<file path="config.mk">
export PLATFORM = sky130hd
export DESIGN_NAME = tap_ctrl
export DESIGN_NICKNAME = d
export VERILOG_FILES = /design/src/rtl/tap_pkg.sv /design/src/rtl/tap_fsm.sv /design/src/rtl/tap_ir.sv /design/src/rtl/tap_dr.sv /design/src/rtl/tap_ctrl.sv
export SDC_FILE = /design/constraint.sdc
export NUM_CORES = 1
export LEC_CHECK = 0
export ABC_AREA = 1
export BUFFER_PORTS_ARGS = -buffer_cell sky130_fd_sc_hd__buf_2
export CORE_ASPECT_RATIO = 2
export CORE_MARGIN = 2
export CORE_UTILIZATION = 45
export DETAILED_ROUTE_END_ITERATION = 12
export HOLD_SLACK_MARGIN = 0.08
export PLACE_DENSITY_LB_ADDON = 0.08
export SLEW_MARGIN = 20
export SYNTH_ARGS = -nofsm -noshare
export SYNTH_HDL_FRONTEND = slang
export SYNTH_HIERARCHICAL = 1
export SYNTH_SLANG_ARGS = --single-unit
</file>
<file path="constraint.sdc">
create_clock -name tck -period 1 [get_ports tck]
set_input_delay 0 -clock tck [delete_from_list [all_inputs] [get_ports tck]]
set_output_delay 0 -clock tck [all_outputs]
set_load 0.005 [all_outputs]
</file>
<file path="src/rtl/tap_pkg.sv">
package tap_pkg;
    localparam int IR_W  = 8;
    localparam int REV_W = IR_W - 3;

    localparam logic [IR_W-1:0] OP_EXTEST = 8'h00;
    localparam logic [IR_W-1:0] OP_SAMPLE = 8'h02;
    localparam logic [IR_W-1:0] OP_HIGHZ  = 8'h06;
    localparam logic [IR_W-1:0] OP_BYPASS = 8'hFF;

    typedef enum logic [3:0] {
        S_RESET   = 4'd0,
        S_IDLE    = 4'd1,
        S_DR_SEL  = 4'd2,
        S_DR_CAP  = 4'd3,
        S_DR_SH   = 4'd4,
        S_DR_EX1  = 4'd5,
        S_DR_PAU  = 4'd6,
        S_DR_EX2  = 4'd7,
        S_DR_UPD  = 4'd8,
        S_IR_SEL  = 4'd9,
        S_IR_CAP  = 4'd10,
        S_IR_SH   = 4'd11,
        S_IR_EX1  = 4'd12,
        S_IR_PAU  = 4'd13,
        S_IR_EX2  = 4'd14,
        S_IR_UPD  = 4'd15
    } tap_st_e;

    typedef struct packed {
        logic [IR_W-1:0] sh;
        logic [IR_W-1:0] op;
    } ir_regs_t;

    typedef struct packed {
        logic byp;
        logic first_sh;
    } dr_regs_t;

    typedef struct packed {
        logic tdo;
        logic en;
    } out_regs_t;
endpackage

</file>
<file path="src/rtl/tap_fsm.sv">
module tap_fsm
    import tap_pkg::*;
(
    input  logic    tck,
    input  logic    trst_n,
    input  logic    tms,
    output tap_st_e st
);
    tap_st_e st_d, st_q;

    always_comb begin
        st_d = st_q;
        unique case (st_q)
            S_RESET:  st_d = tms ? S_RESET  : S_IDLE;
            S_IDLE:   st_d = tms ? S_DR_SEL : S_IDLE;
            S_DR_SEL: st_d = tms ? S_IR_SEL : S_DR_CAP;
            S_DR_CAP: st_d = tms ? S_DR_EX1 : S_DR_SH;
            S_DR_SH:  st_d = tms ? S_DR_EX1 : S_DR_SH;
            S_DR_EX1: st_d = tms ? S_DR_UPD : S_DR_PAU;
            S_DR_PAU: st_d = tms ? S_DR_EX2 : S_DR_PAU;
            S_DR_EX2: st_d = tms ? S_DR_UPD : S_DR_SH;
            S_DR_UPD: st_d = tms ? S_DR_SEL : S_IDLE;
            S_IR_SEL: st_d = tms ? S_RESET  : S_IR_CAP;
            S_IR_CAP: st_d = tms ? S_IR_EX1 : S_IR_SH;
            S_IR_SH:  st_d = tms ? S_IR_EX1 : S_IR_SH;
            S_IR_EX1: st_d = tms ? S_IR_UPD : S_IR_PAU;
            S_IR_PAU: st_d = tms ? S_IR_EX2 : S_IR_PAU;
            S_IR_EX2: st_d = tms ? S_IR_UPD : S_IR_SH;
            S_IR_UPD: st_d = tms ? S_DR_SEL : S_IDLE;
            default:  st_d = S_RESET;
        endcase
    end

    always_ff @(posedge tck or negedge trst_n) begin
        if (!trst_n) st_q <= S_RESET;
        else         st_q <= st_d;
    end

    assign st = st_q;

    // checker: run of consecutive tms-high edges, saturating at five
    logic [2:0] hi_run_q;
    always_ff @(posedge tck or negedge trst_n) begin
        if (!trst_n)              hi_run_q <= 3'd0;
        else if (!tms)            hi_run_q <= 3'd0;
        else if (hi_run_q != 3'd5) hi_run_q <= hi_run_q + 3'd1;
    end


    five_high_reset_chk: assert property (@(posedge tck) disable iff (!trst_n)
        (hi_run_q == 3'd5) |-> (st_q == S_RESET))
        else $error("five tms-high edges did not reach reset state");
endmodule

</file>
<file path="src/rtl/tap_ir.sv">
module tap_ir
    import tap_pkg::*;
#(
    parameter logic [REV_W-1:0] REV_CODE = 5'b01000
) (
    input  logic            tck,
    input  logic            trst_n,
    input  tap_st_e         st,
    input  logic            tdi,
    output logic [IR_W-1:0] opcode,
    output logic            ir_so
);
    localparam logic [IR_W-1:0] CAP_PAT = {1'b0, REV_CODE, 2'b01};

    ir_regs_t r_d, r_q;

    always_comb begin
        r_d = r_q;
        unique case (st)
            S_RESET:  r_d.op = OP_BYPASS;
            S_IR_CAP: r_d.sh = CAP_PAT;
            S_IR_SH:  r_d.sh = {tdi, r_q.sh[IR_W-1:1]};
            S_IR_UPD: r_d.op = r_q.sh;
            default:  ;
        endcase
    end

    always_ff @(posedge tck or negedge trst_n) begin
        if (!trst_n) begin
            r_q.sh <= '0;
            r_q.op <= OP_BYPASS;
        end else begin
            r_q <= r_d;
        end
    end

    assign opcode = r_q.op;
    assign ir_so  = r_q.sh[0];


    ir_capture_pattern_chk: assert property (@(posedge tck) disable iff (!trst_n)
        (st == S_IR_CAP) |=> (r_q.sh == CAP_PAT))
        else $error("instruction capture pattern wrong");


    reset_state_bypass_chk: assert property (@(posedge tck) disable iff (!trst_n)
        (st == S_RESET) |=> (r_q.op == OP_BYPASS))
        else $error("instruction not bypass after reset state");
endmodule

</file>
<file path="src/rtl/tap_dr.sv">
module tap_dr
    import tap_pkg::*;
#(
    parameter bit LATE_SAMPLE = 1'b0
) (
    input  logic            tck,
    input  logic            trst_n,
    input  tap_st_e         st,
    input  logic            tdi,
    input  logic [IR_W-1:0] opcode,
    input  logic            ir_so,
    input  logic            bnd_so,
    output logic            bnd_sel,
    output logic            out_hiz,
    output logic            bnd_capture,
    output logic            bnd_shift,
    output logic            bnd_update,
    output logic            pin_sample,
    output logic            tdo,
    output logic            tdo_en
);
    // instruction decode: only the two boundary opcodes reach the chain
    always_comb begin
        unique case (opcode)
            OP_EXTEST, OP_SAMPLE: bnd_sel = 1'b1;
            default:              bnd_sel = 1'b0;
        endcase
    end
    assign out_hiz = (opcode == OP_HIGHZ);

    assign bnd_capture = bnd_sel && (st == S_DR_CAP);
    assign bnd_shift   = bnd_sel && (st == S_DR_SH);
    assign bnd_update  = bnd_sel && (st == S_DR_UPD);

    // rising-edge state: bypass bit and first-shift marker
    dr_regs_t p_d, p_q;

    always_comb begin
        p_d          = p_q;
        p_d.first_sh = (st == S_DR_CAP);
        if (st == S_DR_CAP)     p_d.byp = 1'b0;
        else if (st == S_DR_SH) p_d.byp = tdi;
    end

    always_ff @(posedge tck or negedge trst_n) begin
        if (!trst_n) p_q <= '0;
        else         p_q <= p_d;
    end

    generate
        if (LATE_SAMPLE) begin : g_late
            assign pin_sample = bnd_sel && (st == S_DR_SH) && p_q.first_sh;
        end else begin : g_ontime
            assign pin_sample = bnd_capture;
        end
    endgenerate

    // falling-edge output stage
    out_regs_t n_d, n_q;
    logic      dr_so;

    assign dr_so = bnd_sel ? bnd_so : p_q.byp;

    always_comb begin
        n_d.en  = (st == S_IR_SH) || (st == S_DR_SH);
        n_d.tdo = 1'b0;
        if (st == S_IR_SH)      n_d.tdo = ir_so;
        else if (st == S_DR_SH) n_d.tdo = dr_so;
    end

    always_ff @(negedge tck or negedge trst_n) begin
        if (!trst_n) n_q <= '0;
        else         n_q <= n_d;
    end

    assign tdo    = n_q.tdo;
    assign tdo_en = n_q.en;


    bypass_captures_zero_chk: assert property (@(posedge tck) disable iff (!trst_n)
        (st == S_DR_CAP) |=> (p_q.byp == 1'b0))
        else $error("bypass bit did not capture zero");


    hiz_uses_bypass_chk: assert property (@(posedge tck) disable iff (!trst_n)
        out_hiz |-> !bnd_sel)
        else $error("high impedance with boundary selected");


    tdo_valid_in_shift_chk: assert property (@(posedge tck) disable iff (!trst_n)
        tdo_en |-> ((st == S_IR_SH) || (st == S_DR_SH)))
        else $error("tdo enabled outside shift states");


    strobes_exclusive_chk: assert property (@(posedge tck) disable iff (!trst_n)
        $onehot0({bnd_capture, bnd_shift, bnd_update}))
        else $error("boundary strobes overlap");


    sample_needs_boundary_chk: assert property (@(posedge tck) disable iff (!trst_n)
        pin_sample |-> (bnd_sel && ((st == S_DR_CAP) || (st == S_DR_SH))))
        else $error("pin sample strobe outside boundary capture window");
endmodule

</file>
<file path="src/rtl/tap_ctrl.sv">
module tap_ctrl
    import tap_pkg::*;
#(
    parameter logic [REV_W-1:0] REV_CODE    = 5'b01000,
    parameter bit               LATE_SAMPLE = 1'b0
) (
    input  logic tck,
    input  logic trst_n,
    input  logic tms,
    input  logic tdi,
    output logic tdo,
    output logic tdo_en,
    output logic bnd_sel,
    output logic bnd_si,
    input  logic bnd_so,
    output logic bnd_capture,
    output logic bnd_shift,
    output logic bnd_update,
    output logic pin_sample,
    output logic out_hiz
);
    tap_st_e         st;
    logic [IR_W-1:0] opcode;
    logic            ir_so;

    tap_fsm u_fsm (
        .tck    (tck),
        .trst_n (trst_n),
        .tms    (tms),
        .st     (st)
    );

    tap_ir #(.REV_CODE(REV_CODE)) u_ir (
        .tck    (tck),
        .trst_n (trst_n),
        .st     (st),
        .tdi    (tdi),
        .opcode (opcode),
        .ir_so  (ir_so)
    );

    tap_dr #(.LATE_SAMPLE(LATE_SAMPLE)) u_dr (
        .tck         (tck),
        .trst_n      (trst_n),
        .st          (st),
        .tdi         (tdi),
        .opcode      (opcode),
        .ir_so       (ir_so),
        .bnd_so      (bnd_so),
        .bnd_sel     (bnd_sel),
        .out_hiz     (out_hiz),
        .bnd_capture (bnd_capture),
        .bnd_shift   (bnd_shift),
        .bnd_update  (bnd_update),
        .pin_sample  (pin_sample),
        .tdo         (tdo),
        .tdo_en      (tdo_en)
    );

    assign bnd_si = tdi;


    tdo_quiet_when_off_chk: assert property (@(posedge tck) disable iff (!trst_n)
        !tdo_en |-> (tdo == 1'b0))
        else $error("tdo not zero while disabled");
endmodule

</file>
==> impl_metrics.ini <==
[critical_path]
worstPathMaxFanout = 3
crit_type = register to register
critPathTopFamily = flip-flops
critPathBufInv = 0
slowest_stage = dfstp_2
worstPathCellList = nor2_4, nand2_2, o21ai_2, nand3_1, nand2_1
cpPeakStageDelay_ns = 0.58
crit_required_ns = 0.63
worstRegToRegCells = 5
critPathCaptureType = register
reg2reg_slack_ns = -0.51
crit_path_start = u_ir/opcode[3]$_DFFE_PN1P_
start_kind = register
path_depth = 5
cp_data_arrival_time_ns = 1.14
reg2reg_from = u_ir/opcode[3]$_DFFE_PN1P_

[clocking]
insertion_delay_ns = 0.27
cts_num_sinks = 23
cts_made_buffers = 3
cts_tree = built
path_clk_slew_ns = 0.09
htree_levels = 1
clock-root-buffer = clkbuf_8
clockBufferDepth = 2

[yosys]
synth-seq-area-share = 0.399
yosys_warnings = 6
synthArstFlopShare = 1.00
synth_cell_type_count = 25
synth_seq_cells = 23
synth_ff_type = dfrtp_1
synth.most_common_cell = nand2_1
synth_top_area_cell = dfrtp_1
syn-num-nets = 212
avgSynthCellArea_um2 = 7.10
synth_commonest_cells = nand2_1 (77), inv_1 (21), nor2_1 (19), nand3_1 (17), dfrtp_1 (13)
synth-edff-count = 0
synth_top_area_frac = 0.221
syn-instance-count = 207
yosys-top-cells-area = dfrtp_1 (22%), nand2_1 (20%), dfstp_2 (14%)
syn_area_mm2 = 0.00147

[sta]
hold_viol = 0
rsz0062_at_grt = yes
drv_slew = 0
hold_ws_ns = 0.303
layout_setup_ws_ns = -0.514
worst_pin_slew_ns = 0.252
fin_skew_ns = 0.0123
maxSlewHeadroom = 0.832
finalSetupViolCount = 31

[drt]
vias = 1425
wl_per_cell_um = 14.4
via_per_inst = 5.02
drcViolationCount = 0
routed_wl_mm = 4.08
antenna_left = 0
drt_first_pass_iters = 4
dr.first_iter.drc_count = 20

[power_and_ir_drop]
p_int_mw = 3.49
pwr-share-clk = 0.093
pwr-share-seq = 0.286
power_density_mw_per_mm2 = 2890
p_leak_nw = 1.06
p_sw_mw = 2.79
comb_power_share = 0.621
vdd_drop_max_mv = 1.77
p_sw_frac = 0.445
power.total_mw = 6.29

[die]
core_mm2 = 0.00316
num_io_pins = 14
rows = 29
die_w_um = 44.4
initial_utilization = 0.465
die-height_um = 84.8
die-area_mm2 = 0.00377

[placed_design]
place.gp.congestion = 0.817
io_buffer_count = 13
placed_area_mm2 = 0.00169
dp.final_hpwl_mm = 2.60
dp_cells = 260

[final_layout]
fillCellCount = 267
multi_input_area_um2 = 912
seqCellArea_um2 = 591
nNetsFinal = 259
num_antenna_cells = 0
final_layout_size_suffix_gt1_frac = 0.514
area_growth_pct = 47.9
fin_area_mm2 = 0.00217
stdcell_count = 284

[grt]
grt_pass1_wl_mm = 6.60
antenna_found_initial = 0
overflow = 0
grt_max_degree = 21
grt_pass1_vias = 1488
track_usage = 0.235

[flow_run]
max_cap_violations = 0

[run_status]
violations = setup timing
status = finished, violations left

[min_path]
hp-class = input pin to asynchronous set/reset pin
[power by group through the flow]
stage	clock network [mW]	logic [mW]	registers, mW
final	0.585	3.90	1.80
after global routing	0.647	4.23	1.86
after CTS	0.603	3.54	1.79
after detailed placement	0	2.59	1.76
after global placement	0	2.53	1.74
after floorplan	0	1.84	1.83
[cell usage in the layout, fill, tap and decap left out, drive strengths merged]
cell type / n
nor2: 27
clkbuf: 3
dfrtn: 2
nor3: 1
a21oi: 4
nand3: 19
o21ai: 7
dfrtp: 13
nand4: 2
clkinvlp: 1
dfstp: 8
dlygate4sd3: 4
inv: 27
o21bai: 1
buf: 45
nand2: 87
clkinv: 2
[per-layer routing]
layer / vias up / GRT usage / part of all wire
met3: 6 / 0.0280 / 0.016
met1: 674 / 0.235 / 0.35
li1: 720 / - / -
met2: 25 / 0.453 / 0.61
met5: - / 0 / 0
met4: 0 / 0.0937 / 0.019
[registers in the layout, summed over array words and instances (netlist names)]
signal / flops
u_dr/p_q: 1
u_dr/tdo: 1
u_dr/tdo_en: 1
u_fsm/st: 4
u_ir/ir_so: 1
u_ir/opcode: 8
u_ir/r_q: 7
[layout make-up]
class	instances	area share
Multi-Input combinational cell	148	0.420
Sequential cell	23	0.272
Timing Repair Buffer	49	0.205
Inverter	29	0.0628
Clock buffer	3	0.0190
Tap cell	31	0.0179
Clock inverter	1	0.00346
[through the flow]
stage          setup WS [ns]  setup TNS (ns)  utilization
2_1_floorplan         -0.543           -1.33            -
3_3_place_gp          -0.486           -4.41        0.536
3_5_place_dp          -0.500           -4.76        0.536
4_1_cts               -0.513           -7.44        0.661
5_1_grt               -0.577          -10.50        0.688
6_report              -0.514           -8.57        0.688
[tightest hold or removal path, delay by kind of cell]
kind,cells,cell delay (ns)
buf+inv,3,0.95
[repair_timing]
action                     in CTS  in global routing
pin swaps                      10                 18
setup endpoints to repair      31                 31
hold buffers                    4                  0
buffers inserted               10                  5
cloned                          3                  1
resized for setup              51                 31
hold endpoints to repair       27                  0
[worst paths after layout]
path	endpoint
min in group tck	u_dr/tdo$_DFF_NN0_
max in group asynchronous	u_dr/p_q[1]$_DFFE_PN0P_
setup reg to reg	u_dr/tdo$_DFF_NN0_
hold / removal	u_ir/r_q[14]$_DFFE_PN0P_
hold reg to reg	u_ir/opcode[1]$_DFFE_PN1P_
setup / recovery	u_dr/tdo$_DFF_NN0_
[kinds of logic after synthesis]
kind of cell,share of synthesized area
buf+inv,0.127
flops,0.399
simple gates,0.429
compound gates,0.0451
No activity file was read; power rests on OpenSTA's default activity.
